--- src/rtl/chroma422_pkg.sv ---
package chroma422_pkg;

   // Byte order of the packed 4:2:2 word (byte 0 in the low bits)
   typedef enum logic {
      ORD_YUYV = 1'b0,
      ORD_UYVY = 1'b1
   } byte_order_e;

   typedef enum logic {
      PK_EVEN = 1'b0,
      PK_ODD  = 1'b1
   } pack_phase_e;

   typedef enum logic {
      EX_FIRST  = 1'b0,
      EX_SECOND = 1'b1
   } expand_phase_e;

endpackage

--- src/rtl/c422_chroma_avg.sv ---
module c422_chroma_avg #(
   parameter int W = 8
) (
   input  logic [W-1:0] a,
   input  logic [W-1:0] b,
   output logic [W-1:0] avg
);
   localparam int SUM_W = W + 1;

   logic [SUM_W-1:0] sum;

   always_comb begin
      sum = {1'b0, a} + {1'b0, b};
      avg = sum[SUM_W-1:1];
   end
endmodule

--- src/rtl/c422_pair_packer.sv ---
module c422_pair_packer #(
   parameter int                          COMP_W = 8,
   parameter chroma422_pkg::byte_order_e  ORDER  = chroma422_pkg::ORD_YUYV
) (
   input  logic                clk,
   input  logic                rst_n,
   input  logic                s_valid,
   output logic                s_ready,
   input  logic [3*COMP_W-1:0] s_data,
   input  logic                s_user,
   input  logic                s_last,
   output logic                m_valid,
   input  logic                m_ready,
   output logic [4*COMP_W-1:0] m_data,
   output logic                m_user,
   output logic                m_last
);
   import chroma422_pkg::*;

   localparam int PIX_W = 3 * COMP_W;
   localparam int PK_W  = 4 * COMP_W;
   localparam int N_CH  = 2;

   pack_phase_e      phase;
   logic [PIX_W-1:0] hold_pix;
   logic             hold_user;

   logic             out_free;
   logic             accept;
   logic             close_pair;
   logic [PIX_W-1:0] even_pix;
   logic             pair_user;
   logic [COMP_W-1:0] y_even, y_odd;
   logic [COMP_W-1:0] chroma_avg [N_CH];
   logic [PK_W-1:0]   packed_word;

   assign out_free   = !m_valid || m_ready;
   assign s_ready    = out_free;
   assign accept     = s_valid && s_ready;
   assign close_pair = accept && ((phase == PK_ODD) || s_last);

   // Self-pairing: in the even phase a closing pixel is its own partner
   assign even_pix  = (phase == PK_ODD) ? hold_pix  : s_data;
   assign pair_user = (phase == PK_ODD) ? hold_user : s_user;
   assign y_even    = even_pix[PIX_W-1 -: COMP_W];
   assign y_odd     = s_data[PIX_W-1 -: COMP_W];

   // Index 0 is Cr (low component), index 1 is Cb
   for (genvar g = 0; g < N_CH; g++) begin : g_chroma
      c422_chroma_avg #(.W(COMP_W)) u_avg (
         .a   (even_pix[g*COMP_W +: COMP_W]),
         .b   (s_data[g*COMP_W +: COMP_W]),
         .avg (chroma_avg[g])
      );
   end

   if (ORDER == ORD_UYVY) begin : g_uyvy
      assign packed_word = {y_odd, chroma_avg[0], y_even, chroma_avg[1]};
   end else begin : g_yuyv
      assign packed_word = {chroma_avg[0], y_odd, chroma_avg[1], y_even};
   end

   always_ff @(posedge clk or negedge rst_n) begin
      if (!rst_n) begin
         phase     <= PK_EVEN;
         hold_pix  <= '0;
         hold_user <= 1'b0;
         m_valid   <= 1'b0;
         m_data    <= '0;
         m_user    <= 1'b0;
         m_last    <= 1'b0;
      end else begin
         if (close_pair) begin
            m_valid <= 1'b1;
            m_data  <= packed_word;
            m_user  <= pair_user;
            m_last  <= s_last;
         end else if (m_ready) begin
            m_valid <= 1'b0;
         end

         if (accept) begin
            if ((phase == PK_EVEN) && !s_last) begin
               hold_pix  <= s_data;
               hold_user <= s_user;
               phase     <= PK_ODD;
            end else begin
               phase <= PK_EVEN;
            end
         end
      end
   end
endmodule

--- src/rtl/c422_pair_expander.sv ---
module c422_pair_expander #(
   parameter int                          COMP_W = 8,
   parameter chroma422_pkg::byte_order_e  ORDER  = chroma422_pkg::ORD_YUYV
) (
   input  logic                clk,
   input  logic                rst_n,
   input  logic                s_valid,
   output logic                s_ready,
   input  logic [4*COMP_W-1:0] s_data,
   input  logic                s_user,
   input  logic                s_last,
   output logic                m_valid,
   input  logic                m_ready,
   output logic [3*COMP_W-1:0] m_data,
   output logic                m_user,
   output logic                m_last
);
   import chroma422_pkg::*;

   expand_phase_e     phase;
   logic [COMP_W-1:0] in_y0, in_y1, in_cb, in_cr;
   logic [COMP_W-1:0] hold_y1, hold_cb, hold_cr;
   logic              hold_last;
   logic              out_free;
   logic              accept;

   if (ORDER == ORD_UYVY) begin : g_uyvy
      assign in_cb = s_data[0*COMP_W +: COMP_W];
      assign in_y0 = s_data[1*COMP_W +: COMP_W];
      assign in_cr = s_data[2*COMP_W +: COMP_W];
      assign in_y1 = s_data[3*COMP_W +: COMP_W];
   end else begin : g_yuyv
      assign in_y0 = s_data[0*COMP_W +: COMP_W];
      assign in_cb = s_data[1*COMP_W +: COMP_W];
      assign in_y1 = s_data[2*COMP_W +: COMP_W];
      assign in_cr = s_data[3*COMP_W +: COMP_W];
   end

   assign out_free = !m_valid || m_ready;
   assign s_ready  = (phase == EX_FIRST) && out_free;
   assign accept   = s_valid && s_ready;

   always_ff @(posedge clk or negedge rst_n) begin
      if (!rst_n) begin
         phase     <= EX_FIRST;
         hold_y1   <= '0;
         hold_cb   <= '0;
         hold_cr   <= '0;
         hold_last <= 1'b0;
         m_valid   <= 1'b0;
         m_data    <= '0;
         m_user    <= 1'b0;
         m_last    <= 1'b0;
      end else if (accept) begin
         m_valid   <= 1'b1;
         m_data    <= {in_y0, in_cb, in_cr};
         m_user    <= s_user;
         m_last    <= 1'b0;
         hold_y1   <= in_y1;
         hold_cb   <= in_cb;
         hold_cr   <= in_cr;
         hold_last <= s_last;
         phase     <= EX_SECOND;
      end else if ((phase == EX_SECOND) && out_free) begin
         m_valid <= 1'b1;
         m_data  <= {hold_y1, hold_cb, hold_cr};
         m_user  <= 1'b0;
         m_last  <= hold_last;
         phase   <= EX_FIRST;
      end else if (m_ready) begin
         m_valid <= 1'b0;
      end
   end
endmodule

--- src/rtl/chroma422_codec.sv ---
module chroma422_codec #(
   parameter int                          COMP_W = 8,
   parameter chroma422_pkg::byte_order_e  ORDER  = chroma422_pkg::ORD_YUYV
) (
   input  logic                clk,
   input  logic                rst_n,
   input  logic                pk_s_valid,
   output logic                pk_s_ready,
   input  logic [3*COMP_W-1:0] pk_s_data,
   input  logic                pk_s_user,
   input  logic                pk_s_last,
   output logic                pk_m_valid,
   input  logic                pk_m_ready,
   output logic [4*COMP_W-1:0] pk_m_data,
   output logic                pk_m_user,
   output logic                pk_m_last,
   input  logic                ex_s_valid,
   output logic                ex_s_ready,
   input  logic [4*COMP_W-1:0] ex_s_data,
   input  logic                ex_s_user,
   input  logic                ex_s_last,
   output logic                ex_m_valid,
   input  logic                ex_m_ready,
   output logic [3*COMP_W-1:0] ex_m_data,
   output logic                ex_m_user,
   output logic                ex_m_last
);
   if (COMP_W < 2) begin : g_bad_width
      $error("chroma422_codec: COMP_W must be at least 2");
   end

   c422_pair_packer #(.COMP_W(COMP_W), .ORDER(ORDER)) u_packer (
      .clk     (clk),
      .rst_n   (rst_n),
      .s_valid (pk_s_valid),
      .s_ready (pk_s_ready),
      .s_data  (pk_s_data),
      .s_user  (pk_s_user),
      .s_last  (pk_s_last),
      .m_valid (pk_m_valid),
      .m_ready (pk_m_ready),
      .m_data  (pk_m_data),
      .m_user  (pk_m_user),
      .m_last  (pk_m_last)
   );

   c422_pair_expander #(.COMP_W(COMP_W), .ORDER(ORDER)) u_expander (
      .clk     (clk),
      .rst_n   (rst_n),
      .s_valid (ex_s_valid),
      .s_ready (ex_s_ready),
      .s_data  (ex_s_data),
      .s_user  (ex_s_user),
      .s_last  (ex_s_last),
      .m_valid (ex_m_valid),
      .m_ready (ex_m_ready),
      .m_data  (ex_m_data),
      .m_user  (ex_m_user),
      .m_last  (ex_m_last)
   );
endmodule

--- config.mk ---
export PLATFORM = sky130hd
export DESIGN_NAME = chroma422_codec
export DESIGN_NICKNAME = d
export VERILOG_FILES = /design/src/rtl/chroma422_pkg.sv /design/src/rtl/c422_chroma_avg.sv /design/src/rtl/c422_pair_packer.sv /design/src/rtl/c422_pair_expander.sv /design/src/rtl/chroma422_codec.sv
export SDC_FILE = /design/constraint.sdc
export NUM_CORES = 1
export LEC_CHECK = 0
export ABC_AREA = 1
export CAP_MARGIN = 10
export CORE_ASPECT_RATIO = 0.6
export CORE_MARGIN = 8
export CORE_UTILIZATION = 46
export CTS_CLUSTER_DIAMETER = 40
export DETAILED_ROUTE_END_ITERATION = 8
export MAX_ROUTING_LAYER = met4
export PLACE_DENSITY = 0.76
export RECOVER_POWER = 100
export SYNTH_ARGS = -nofsm -noshare
export SYNTH_HDL_FRONTEND = slang
export SYNTH_HIERARCHICAL = 1
export SYNTH_SLANG_ARGS = --single-unit
--- constraint.sdc ---
create_clock -name clk -period 1.9 [get_ports clk]
set_clock_uncertainty 0.1 [all_clocks]
set_input_delay 0.19 -clock clk [delete_from_list [all_inputs] [get_ports clk]]
set_output_delay 0.19 -clock clk [all_outputs]
set_load 0.02 [all_outputs]
Word-level counts from Yosys, hierarchy flattened
Cells that the tools add are included.
{ "word_totals": {"register_bits": 114, "inputBits": 66, "out_inout_bits": 64, "elab_cells": 51} }
{ "classes": {"n_addsub": 2, "muxes": 15, "bitwise_logic": 2, "reduce_logical": 16} }
{ "op_table": {"columns": ["op", "count"], "rows": [
  ["two-way mux 24 bit", 3],
  ["adder 8 x 8 -> 9 bit", 2],
  ["two-way mux 1 bit", 12],
  ["logical AND 1 bit", 6],
  ["nonzero test 2 bit", 2],
  ["zero test 1 bit", 3],
  ["logical OR 1 bit", 3],
  ["nonzero test 3 bit", 1],
  ["inverter 1 bit", 2],
  ["AND reduction 2 bit", 1]
]} }

Depth between registers and ports, before layout
{ "depth": {"depth_word": 5, "depth_mapped": 16, "depth_no_buf": 14} }

Cells and area by module
The synthesis kept the hierarchy.
{ "by_module_without_submodules": {"columns": ["module", "n_inst", "cells_per_inst", "area_each_um2", "seq_area_each_um2"], "rows": [
  ["c422_pair_packer", 1, 352, 2861.5, 1526.5],
  ["c422_pair_expander", 1, 278, 2403.6, 1326.3],
  ["c422_chroma_avg at u_packer.g_chroma[1].u_avg", 1, 60, 362.8, 0.0],
  ["c422_chroma_avg at u_packer.g_chroma[0].u_avg", 1, 60, 340.3, 0.0]
]} }

Least setup slack after synthesis
No wires, ideal clock.
{ "synth_timing": {"path_type": "register to register", "start": "reg u_packer.phase", "end": "reg u_packer.m_data[15]", "setup_time_ns": 0.117, "t_arrival_ns": 1.901, "t_required_ns": 1.683, "path_slack_ns": -0.218, "stages_incl_launch_ff": 17, "n_path_buf": 2, "synth_period_minus_slack_ns": 2.118, "cell_sequence": "dfrtp_1 -> buf_4 -> inv_4 -> clkbuf_1 -> nand2_1 -> nand2_1 -> nand2_1 -> clkinv_4 -> fa_1 -> nand3_1 -> nand2_1 -> nand2_1 -> nand2_1 -> nand2_1 -> nand2_1 -> nand4_1 -> nand2_1"} }
{ "synth_lines": {"columns": ["element", "line_no", "source"], "rows": [
  ["start: declaration", "c422_pair_packer.sv:24", "pack_phase_e phase;"],
  ["start signal: assignment", "c422_pair_packer.sv:65", "phase <= PK_EVEN;"],
  ["start signal: assignment", "c422_pair_packer.sv:86", "phase <= PK_ODD;"],
  ["start signal: assignment", "c422_pair_packer.sv:88", "phase <= PK_EVEN;"],
  ["end signal: assignment", "c422_pair_packer.sv:75", "m_data <= packed_word;"],
  ["end: declaration", "c422_pair_packer.sv:14", "output logic [4*COMP_W-1:0] m_data,"]
]} }

==> metrics <==
outcome=complete, but fails checks; failing checks=setup timing; min cycle time layout=between 1500 and 2000 ps; count leader, synth=nand2_1; Worst Path Required=between 2000 and 2500 ps; Hold Worst Slack=89.53 ps; hpwl dp=roughly 12,000 um; final instance area=about 8500 um2; wire per inst=15.59 um; Seq cells post-synth=114; layout cells sized above 1=0.1631; met2 GRT Util=0.3171; Layout area overhead=42.37%; Reg power frac=0.323; Worst VDD drop=0.6701 mV; CTS tree=built; Main synth FF type=dfrtp_1; Synth Area per Inst=7.958 um2; clk slew on worst S/H paths=60 ps; first-pass GRT wire length=approximately 29,000 um; EDFF count, synth=0; # IOs=130; f_max=508.2 MHz; max-cap violation count=0; clk buf depth=2; GRT overflow=0; CTS Buf Count=17; largest net degree at the start of global routing=between 40 and 50; clock sinks=114; Ys Warns=6; register area=roughly 2900 um2; busiest grt layer=met2; area share of the largest cell type after synthesis=0.4780; cell taking the most area after synthesis=dfrtp_1; Vias/cell=approximately 5.1; CTS HTree Levels=4; vias in the first global route=5,799; Die W=between 150 and 200 um; GRT Total Usage=0.2140; Seq/Total Area, Yosys=0.4780; ANT nets after route=0; crit end category=flip-flop; Die Height=104.2 um; DP Area=about 7700 um2; initial DRC count=between 300 and 400; startpoint types=flip-flop; Pwr Density=~1300 nW/um2; largest cells by area after synthesis=dfrtp_1 48%, nand2_1 21%, nand4_1 7.7%; worst hold path type=input pin to flip-flop; syn_nets=832; Fin. Hold Viols=0; initial core utilization=0.4673; clock network power share=0.324; Net Sw Frac=0.3430; RSZ-0062 raised after global routing=true; Routed WL=17,090 um; Worst Setup Slack, final=-67.57 ps; top post-synthesis cells by count=337 x nand2_1, 114 x dfrtp_1, 73 x nand4_1; Core Util, Final=0.6653; multi-input logic area=2738 um2; Post-route DRC=0; FP Rows=32; Int Power=7.120 mW; r2r worst-path depth=14; relative slew slack=0.4667; drt first pass iters=5; clk root buf=clkbuf_16; fin nets=995; Static Leak=4.455 nW; Crit Path Category=flip-flop to flip-flop; Final setup viols=9; fill count=1,059; Distinct cells, synth=29; fraction of registers with async set/reset=1.000; Syn Std Cell Area=between 5000 and 6000 um2; I/O Buffers=roughly 130; Die Area=16,990 um2; clock latency on the worst-skew pair=400 ps; crit-path max FO=9; Vias=5,565; core area=12,770 um2; Final Max Slew Viols=0; Tcrit/Tclk final=1.036; routability cong.=0.8412; critical path arrival=between 2000 and 2500 ps; met1 track demand over resource=0.2927; ANT cells=0; met3 usage=0.04190; hold path cells=3; Post-Synthesis Cells=750; worst-margin pin slew=799.9 ps; R2R Setup Slk=-70 ps; logic gate share of total power=0.353; switching pwr=3.717 mW; initial antenna violation count=0
==> area by class of cell <==
cell class                      count  share of cell area
Inverter                           73             0.03549
Clock inverter                     13             0.02459
Sequential cell                   114              0.3359
Tap cell                          170             0.02503
Multi-Input combinational cell    522              0.3222
Timing Repair Buffer              185              0.2047
Clock buffer                       19             0.05213
==> registers in the layout, summed over array words and instances (netlist names) <==
register,count
u_expander/hold_cb,8
u_expander/hold_cr,8
u_expander/hold_last,1
u_expander/hold_y1,8
u_expander/m_data,24
u_expander/m_last,1
u_expander/m_user,1
u_expander/m_valid,1
u_expander/phase,1
u_packer/hold_pix,24
u_packer/hold_user,1
u_packer/m_data,32
u_packer/m_last,1
u_packer/m_user,1
u_packer/m_valid,1
u_packer/phase,1
==> path summary, 6_finish.rpt <==
path,from,to
min,pk_s_valid,u_packer/m_data[26]
min reg2reg,u_packer/m_data[24],u_packer/m_data[24]
max reg2reg,u_packer/phase,u_packer/m_data[29]
max in group asynchronous,rst_n,u_expander/m_data[5]
min in group asynchronous,rst_n,u_packer/hold_pix[10]
max,u_packer/phase,u_packer/m_data[29]
==> metal layers <==
metal | routed length (um) | vias to the layer above
met4 | 124 | 0
met1 | 8261 | 2659
met5 | 0 | -
met3 | 997 | 11
li1 | - | 2719
met2 | 7703 | 176
==> placed cells by master, fill, tap and decap left out, drive strengths merged <==
cell type        n
ha              14
clkinvlp         3
nand2          345
inv             68
clkinv          10
xor2             6
fa               2
nand3           37
nand4           73
clkbuf          23
dlygate4sd3     63
bufinv           5
nor2             6
o21ai           12
clkdlybuf4s50   64
a21oi           11
dfrtp          114
dlygate4sd2      1
and2            16
buf             53
==> power groups by stage <==
stage	Sequential [mW]	Combinational, mW	Clock (mW)
finish	3.50	3.83	3.51
global route	3.58	4.22	3.67
CTS	3.52	3.98	3.57
detailed placement	3.54	3.80	0
global placement	3.53	3.73	0
floorplan	4.01	1.66	0
==> worst max-delay path: stages (launching register included) <==
cell	delay, ps
dfrtp_2	440
buf_6	160
nand2_2	70
nand2_2	50
nand2_2	90
clkinv_4	60
fa_2	350
nand3_2	80
nand2_2	70
nand2_2	80
nand2_2	60
nand2_2	60
nand2_1	40
nand4_1	90
nand2_1	60
==> logic make-up after synthesis <==
group | share of synthesized area
AND/OR/NAND/NOR | 0.3644
AO/OA/AOI/OAI | 0.02180
adder cells (fa/ha/maj) | 0.03606
XOR/XNOR | 0.008805
flip-flops | 0.4780
buffers and inverters | 0.09099
==> what timing repair did <==
action	4_1_cts	5_1_grt
gates resized for setup	32	10
setup endpoints to repair	12	18
hold endpoints to repair	26	0
setup buffers	4	2
pin swaps	9	18
hold buffers	1	0
==> per-stage QoR <==
stage | std cells | TNS [ps] | setup WS (ps) | power, mW
2_1_floorplan | 750 | -197.6 | -51.81 | 5.673
3_3_place_gp | 1057 | -823.9 | -149.6 | 7.251
3_5_place_dp | 1057 | -1284 | -192.8 | 7.343
4_1_cts | 1094 | -95.05 | -44.57 | 11.06
5_1_grt | 1096 | -4289 | -203.0 | 11.48
6_report | 1096 | -380.4 | -67.57 | 10.84
Note: power is estimated with default switching activity, not from simulation.
